--- config.mk ---
export PLATFORM = sky130hd
export DESIGN_NAME = mc_sequencer
export DESIGN_NICKNAME = d
export VERILOG_FILES = /design/src/rtl/mc_sequencer.sv
export SDC_FILE = /design/constraint.sdc
export NUM_CORES = 1
export LEC_CHECK = 0
export ABC_AREA = 1
export BUFFER_PORTS_ARGS = -buffer_cell sky130_fd_sc_hd__buf_2
export CAP_MARGIN = 0
export CORE_AREA = 2 2 39 41
export DETAILED_ROUTE_END_ITERATION = 10
export DIE_AREA = 0 0 41 43
export PLACE_DENSITY_LB_ADDON = 0.2
export SYNTH_ARGS = -nofsm -noshare
export SYNTH_HDL_FRONTEND = slang
export SYNTH_SLANG_ARGS = --single-unit
--- constraint.sdc ---
create_clock -name clk -period 2.6 [get_ports clk]
set_input_delay 0.52 -clock clk [delete_from_list [all_inputs] [get_ports clk]]
set_output_delay 0.52 -clock clk [all_outputs]
set_load 0.1 [all_outputs]
--- src/rtl/mc_sequencer.sv ---
module mc_sequencer (
  input  logic       clk,
  input  logic       rst,
  input  logic [5:0] opcode,
  output logic       addr_sel_data,
  output logic       mem_rd,
  output logic       mem_wr,
  output logic       instr_load,
  output logic       wb_from_mem,
  output logic       dest_from_rd,
  output logic       reg_we,
  output logic       alu_a_reg,
  output logic [1:0] alu_b_sel,
  output logic [1:0] alu_mode,
  output logic       pc_we,
  output logic       pc_we_if_zero,
  output logic [1:0] pc_next_sel
);
  localparam logic [5:0] OP_REG  = 6'b000000;
  localparam logic [5:0] OP_LOAD = 6'b100011;
  localparam logic [5:0] OP_STOR = 6'b101011;
  localparam logic [5:0] OP_BEQ  = 6'b000100;
  localparam logic [5:0] OP_JMP  = 6'b000010;

  typedef enum logic [3:0] {
    S_FETCH, S_DECODE, S_ADDR, S_RDMEM, S_LDWB,
    S_STORE, S_EXEC, S_REGWB, S_BRANCH, S_JUMP
  } step_t;

  step_t cur, nxt;

  always_ff @(posedge clk)
    if (rst) cur <= S_FETCH;
    else     cur <= nxt;

  always_comb begin
    nxt = S_FETCH;
    case (cur)
      S_FETCH:  nxt = S_DECODE;
      S_DECODE:
        case (opcode)
          OP_LOAD, OP_STOR: nxt = S_ADDR;
          OP_REG:           nxt = S_EXEC;
          OP_BEQ:           nxt = S_BRANCH;
          OP_JMP:           nxt = S_JUMP;
          default:          nxt = S_FETCH;
        endcase
      S_ADDR:   nxt = (opcode == OP_LOAD) ? S_RDMEM : S_STORE;
      S_RDMEM:  nxt = S_LDWB;
      S_EXEC:   nxt = S_REGWB;
      default:  nxt = S_FETCH;
    endcase
  end

  assign addr_sel_data = (cur == S_RDMEM) || (cur == S_STORE);
  assign mem_rd        = (cur == S_FETCH) || (cur == S_RDMEM);
  assign mem_wr        = (cur == S_STORE);
  assign instr_load    = (cur == S_FETCH);
  assign wb_from_mem   = (cur == S_LDWB);
  assign dest_from_rd  = (cur == S_REGWB);
  assign reg_we        = (cur == S_LDWB) || (cur == S_REGWB);
  assign alu_a_reg     = (cur == S_ADDR) || (cur == S_EXEC) || (cur == S_BRANCH);
  assign pc_we         = (cur == S_FETCH) || (cur == S_JUMP);
  assign pc_we_if_zero = (cur == S_BRANCH);

  always_comb begin
    alu_b_sel   = 2'b00;
    alu_mode    = 2'b00;
    pc_next_sel = 2'b00;
    case (cur)
      S_FETCH:  alu_b_sel = 2'b01;
      S_DECODE: alu_b_sel = 2'b11;
      S_ADDR:   alu_b_sel = 2'b10;
      S_EXEC:   alu_mode  = 2'b10;
      S_BRANCH: begin alu_mode = 2'b01; pc_next_sel = 2'b01; end
      S_JUMP:   pc_next_sel = 2'b10;
      default: ;
    endcase
  end
endmodule


; ---- Yosys cells after proc, flatten, opt, wreduce, memory -nomap -nowiden
; Cells that the tools add are included.
[word_totals]
reg_bits = 4
input_bits = 8
output_inout_bits = 16
wordCells = 29
[op_classes]
n_eq_ne = 13
muxes = 6
n_reduce_logical = 9
[op_table]
columns = operator, count
row1 = 4-bit one-hot mux with 5 select lines, 1
row2 = "4-bit by 3-bit equality test with 1-bit output, second input constant", 4
row3 = 4-bit one-hot mux with 4 select lines, 1
row4 = "6-bit equality test, second input constant", 2
row5 = "4-bit by 2-bit equality test with 1-bit output, second input constant", 2
row6 = "4-bit equality test, second input constant", 2
row7 = 2-bit one-hot mux with 2 select lines, 2
row8 = "6-bit by 2-bit equality test with 1-bit output, second input constant", 1
row9 = "6-bit by 3-bit equality test with 1-bit output, second input constant", 1
row10 = 6-bit zero test, 1
row11 = 1-bit logical OR, 6
row12 = 2-bit one-hot mux with 3 select lines, 1
row13 = "4-bit by 1-bit equality test with 1-bit output, second input constant", 1
row14 = 4-bit zero test, 1
row15 = 3-bit 2-to-1 mux, 1
row16 = 2-bit OR reduction, 1

; ---- Depth between registers and ports, before layout
[logic_depth]
depth_word = 4
depth_mapped = 7
mapped_depth_nobuf = 7

; ---- Worst setup path before layout
; No wires, ideal clock.
[synth_timing]
path_type = register to output
start = reg cur[0]
end = out alu_a_reg
arrival_ps = 2649
required_time_ps = 2080
slack_ps = -569
path_stages_with_launch = 4
path_buffers = 0
cell_sequence = dfxtp_1 > nor2_1 > inv_1 > o21ai_0
[synth_between]
elab_chain_len = 3
word_cells_on_any_way = 5
classes_between = 3 x eq/ne / 2 x reduce/logical
[synth_rtl]
columns = item, line_no
row1 = "start, declared", 30  ; step_t cur, nxt;
row2 = "start signal, assigned", 34  ; else cur <= nxt;
row3 = 4-bit by 2-bit equality test with 1-bit output or 4-bit by 3-bit equality test with 1-bit output (tied branches), 62  ; assign alu_a_reg = (cur == S_ADDR) || (cur == S_EXEC) || (cur == S_BRANCH);
row4 = 1-bit logical OR, 62
row5 = 1-bit logical OR (*), 62
row6 = "end, declared", 12  ; output logic alu_a_reg,
; Every way passes the cells marked *; elsewhere a longest branch is shown, timed or not.

; ---- Final worst setup path
[layout_timing]
start = reg cur[1]
end = out addr_sel_data
[layout_between]
elab_chain_len = 2
word_cells_on_any_way = 3
classes_between = 2 x eq/ne / 1 x reduce/logical
[layout_rtl]
columns = item, line_no
row1 = 4-bit by 2-bit equality test with 1-bit output or 4-bit by 3-bit equality test with 1-bit output (tied branches), 55  ; assign addr_sel_data = (cur == S_RDMEM) || (cur == S_STORE);
row2 = 1-bit logical OR (*), 55
row3 = "end, declared", 5  ; output logic addr_sel_data,
; Marked as above.

==> results.sh <==
export IMPL_reg_largest_list="cur: 4 flops"
export IMPL_n_antenna_cell=0
export IMPL_pwr_share_seq_pct=28.6
export IMPL_ys_ff_latch=4
export IMPL_placed_area_um2=509
export IMPL_ff2ff_path_depth=7
export IMPL_start_util_pct=28.1
export IMPL_largest_register="cur"
export IMPL_power_leakage_uw=0.000298
export IMPL_regToRegSetupSlack_ns=1.52
export IMPL_grt_usage_pct=12.1
export IMPL_startpoint="cur[1]$_SDFF_PP0_"
export IMPL_outcome="completed"
export IMPL_final_net_count=105
export IMPL_synthCells=71
export IMPL_synthArstFlopShare_pct=0
export IMPL_clk_path_buf_depth=2
export IMPL_grt_max_degree=7
export IMPL_slew_headroom_pct=67.7
export IMPL_critPathRequiredTime_ns=2.08
export IMPL_wl_um=918
export IMPL_cts_tree="built"
export IMPL_clock_sink_count=4
export IMPL_core_um2=1380
export IMPL_wl_met2_um=391
export IMPL_p_clk_share_pct=33.4
export IMPL_yosysSeqAreaShare_pct=20.6
export IMPL_rsz0062_at_grt="false"
export IMPL_power_density_nw_per_um2=431
export IMPL_cts_htree_levels=1
export IMPL_internal_power_uw=131
export IMPL_largest_register_ffs=4
export IMPL_sw_frac_of_total_pct=42.7
export IMPL_port_buffers=23
export IMPL_wl_met1_um=425
export IMPL_syn_num_nets=79
export IMPL_ys_warn_count=0
export IMPL_die_area_um2=1760
export IMPL_wire_per_inst_um=8.27
export IMPL_fin_crit_sh_pct=75.8
export IMPL_fin_setup_tns_ns=0
export IMPL_critical_path_arrival_ns=1.45
export IMPL_area_growth_pct=36.7
export IMPL_wl_met3_um=101
export IMPL_grt_pass1_wl_um=1480
export IMPL_hold_violations=0
export IMPL_whs_ns=0.481
export IMPL_worstPathMaxFanout=5
export IMPL_grt_pass1_vias=404
export IMPL_dominantRegCellSynth="dfxtp_1"
export IMPL_hold_class="input pin to register"
export IMPL_vias_per_cell=4.38
export IMPL_ir_drop_uv=296
export IMPL_clkTransAtPathRegs_ns=0.04
export IMPL_maxCapViolCount=0
export IMPL_period_needed_ns=1.97
export IMPL_combPwrFrac_pct=38.0
export IMPL_end_kind="output port"
export IMPL_final_area_um2=532
export IMPL_die_y_um=43
export IMPL_clk_latency_ns=0.23
export IMPL_synth_top_cell_by_area="dfxtp_1"
export IMPL_r2r_end="cur[2]$_SDFF_PP0_"
export IMPL_setup_violations_final=0
export IMPL_drive_above_1_share_pct=43.2
export IMPL_highest_layer="met3"
export IMPL_antenna_found_initial=0
export IMPL_synth_edf_count=0
export IMPL_rows=14
export IMPL_synth_most_common_cell="nor2_1"
export IMPL_drc=0
export IMPL_worst_clock_skew_ns=0.00873
export IMPL_root_buffer="clkbuf_4"
export IMPL_slew_viol_final=0
export IMPL_drt_initial_drc_count=13
export IMPL_cts_resized=0
export IMPL_cts_made_buffers=3
export IMPL_crit_end="addr_sel_data"
export IMPL_cts_hold_buf=0
export IMPL_drtPass1Iterations=4
export IMPL_worstSetupPathType="register to output port"
export IMPL_yosysUniqueCellTypes=15
export IMPL_hp_start="rst"
export IMPL_r2r_start="cur[3]$_SDFF_PP0_"
export IMPL_synth_top_area_share_pct=20.6
export IMPL_vias=486
export IMPL_ios=24
export IMPL_grt_overflow_total=0
export IMPL_fmax_mhz=508
export IMPL_syn_area_um2=389
export IMPL_start_kind="register"
export IMPL_synthTopCellsByCount="nor2_1, nand2_1, inv_1"
export IMPL_post_cts_buffers=0
export IMPL_power_switching_uw=97.9
export IMPL_worst_pin_slew_ns=0.488
export IMPL_place_congestion=0.708
export IMPL_die_x_um=41
export IMPL_ant_nets=0
export IMPL_synth_area_leaders="dfxtp_1, nor2_1, nand2_1"
export IMPL_dp_hpwl_um=788
export IMPL_avgSynthCellArea_um2=5.48
==> power by group through the flow <==
stage	clock network, µW	logic (µW)	registers (µW)
final	76.6	87.1	65.4
after global routing	82.0	93.4	65.8
after CTS	78.7	87.8	65.5
after detailed placement	0	87.6	66.4
after global placement	0	87.9	66.5
after floorplan	0	70.8	66.0
==> logic make-up (layout without fill, tap and decap cells) <==
kind of cell	after synthesis	count (layout)	synth area share (%)
simple gates	43	43	50.8
buf+inv	15	39	16.4
compound gates	9	9	12.2
flops	4	4	20.6
==> through the flow <==
stage                     total power, µW  util, %  setup slack, ns  cells
after floorplan                       137        -           -0.527     71
after global placement                154     36.8            0.886    108
after detailed placement              154     36.8            0.869    108
after CTS                             232     38.4            0.612    111
after global routing                  241     38.4            0.509    111
final                                 229     38.4            0.630    111
==> layout by cell type, fill, tap and decap left out <==
master / count
buf_2: 23
clkinv_1: 1
nor3_1: 1
nand4_1: 2
o21ai_1: 1
clkbuf_4: 3
a21oi_1: 5
nand2_2: 5
nor2_1: 17
inv_2: 5
dfxtp_1: 4
nand3_1: 4
inv_1: 7
nand2_1: 9
o21bai_1: 1
nor2_2: 5
o21ai_0: 2
==> routing by layer <==
layer  vias to the layer above  GRT usage [%]
met5                         -              0
li1                        270              -
met4                         0           4.00
met3                         0           4.71
met1                       194           13.8
met2                        22           19.7
==> how the worst min path moves through the flow <==
stage | endpoint | depth (start not counted)
2_1_floorplan | cur[1]$_SDFF_PP0_ | 4
3_3_place_gp | cur[1]$_SDFF_PP0_ | 4
3_5_place_dp | cur[1]$_SDFF_PP0_ | 4
4_1_cts | cur[1]$_SDFF_PP0_ | 2
5_1_grt | cur[1]$_SDFF_PP0_ | 2
6_report | cur[1]$_SDFF_PP0_ | 2
==> cell type report <==
type	count	area (µm²)
clock buffers	3	22.5
fillers	166	852
inverters	13	48.8
multi-input cells	52	245
flip-flops and latches	4	80.1
well taps	16	20.0
repair buffers	23	115
==> critical path: stages (launching register included) <==
cell and delay [ns]:
dfxtp_1 0.40, nand2_1 0.13, nor2_2 0.13, inv_1 0.05, o21ai_0 0.06, buf_2 0.44
No activity file was read; power rests on OpenSTA's default activity.
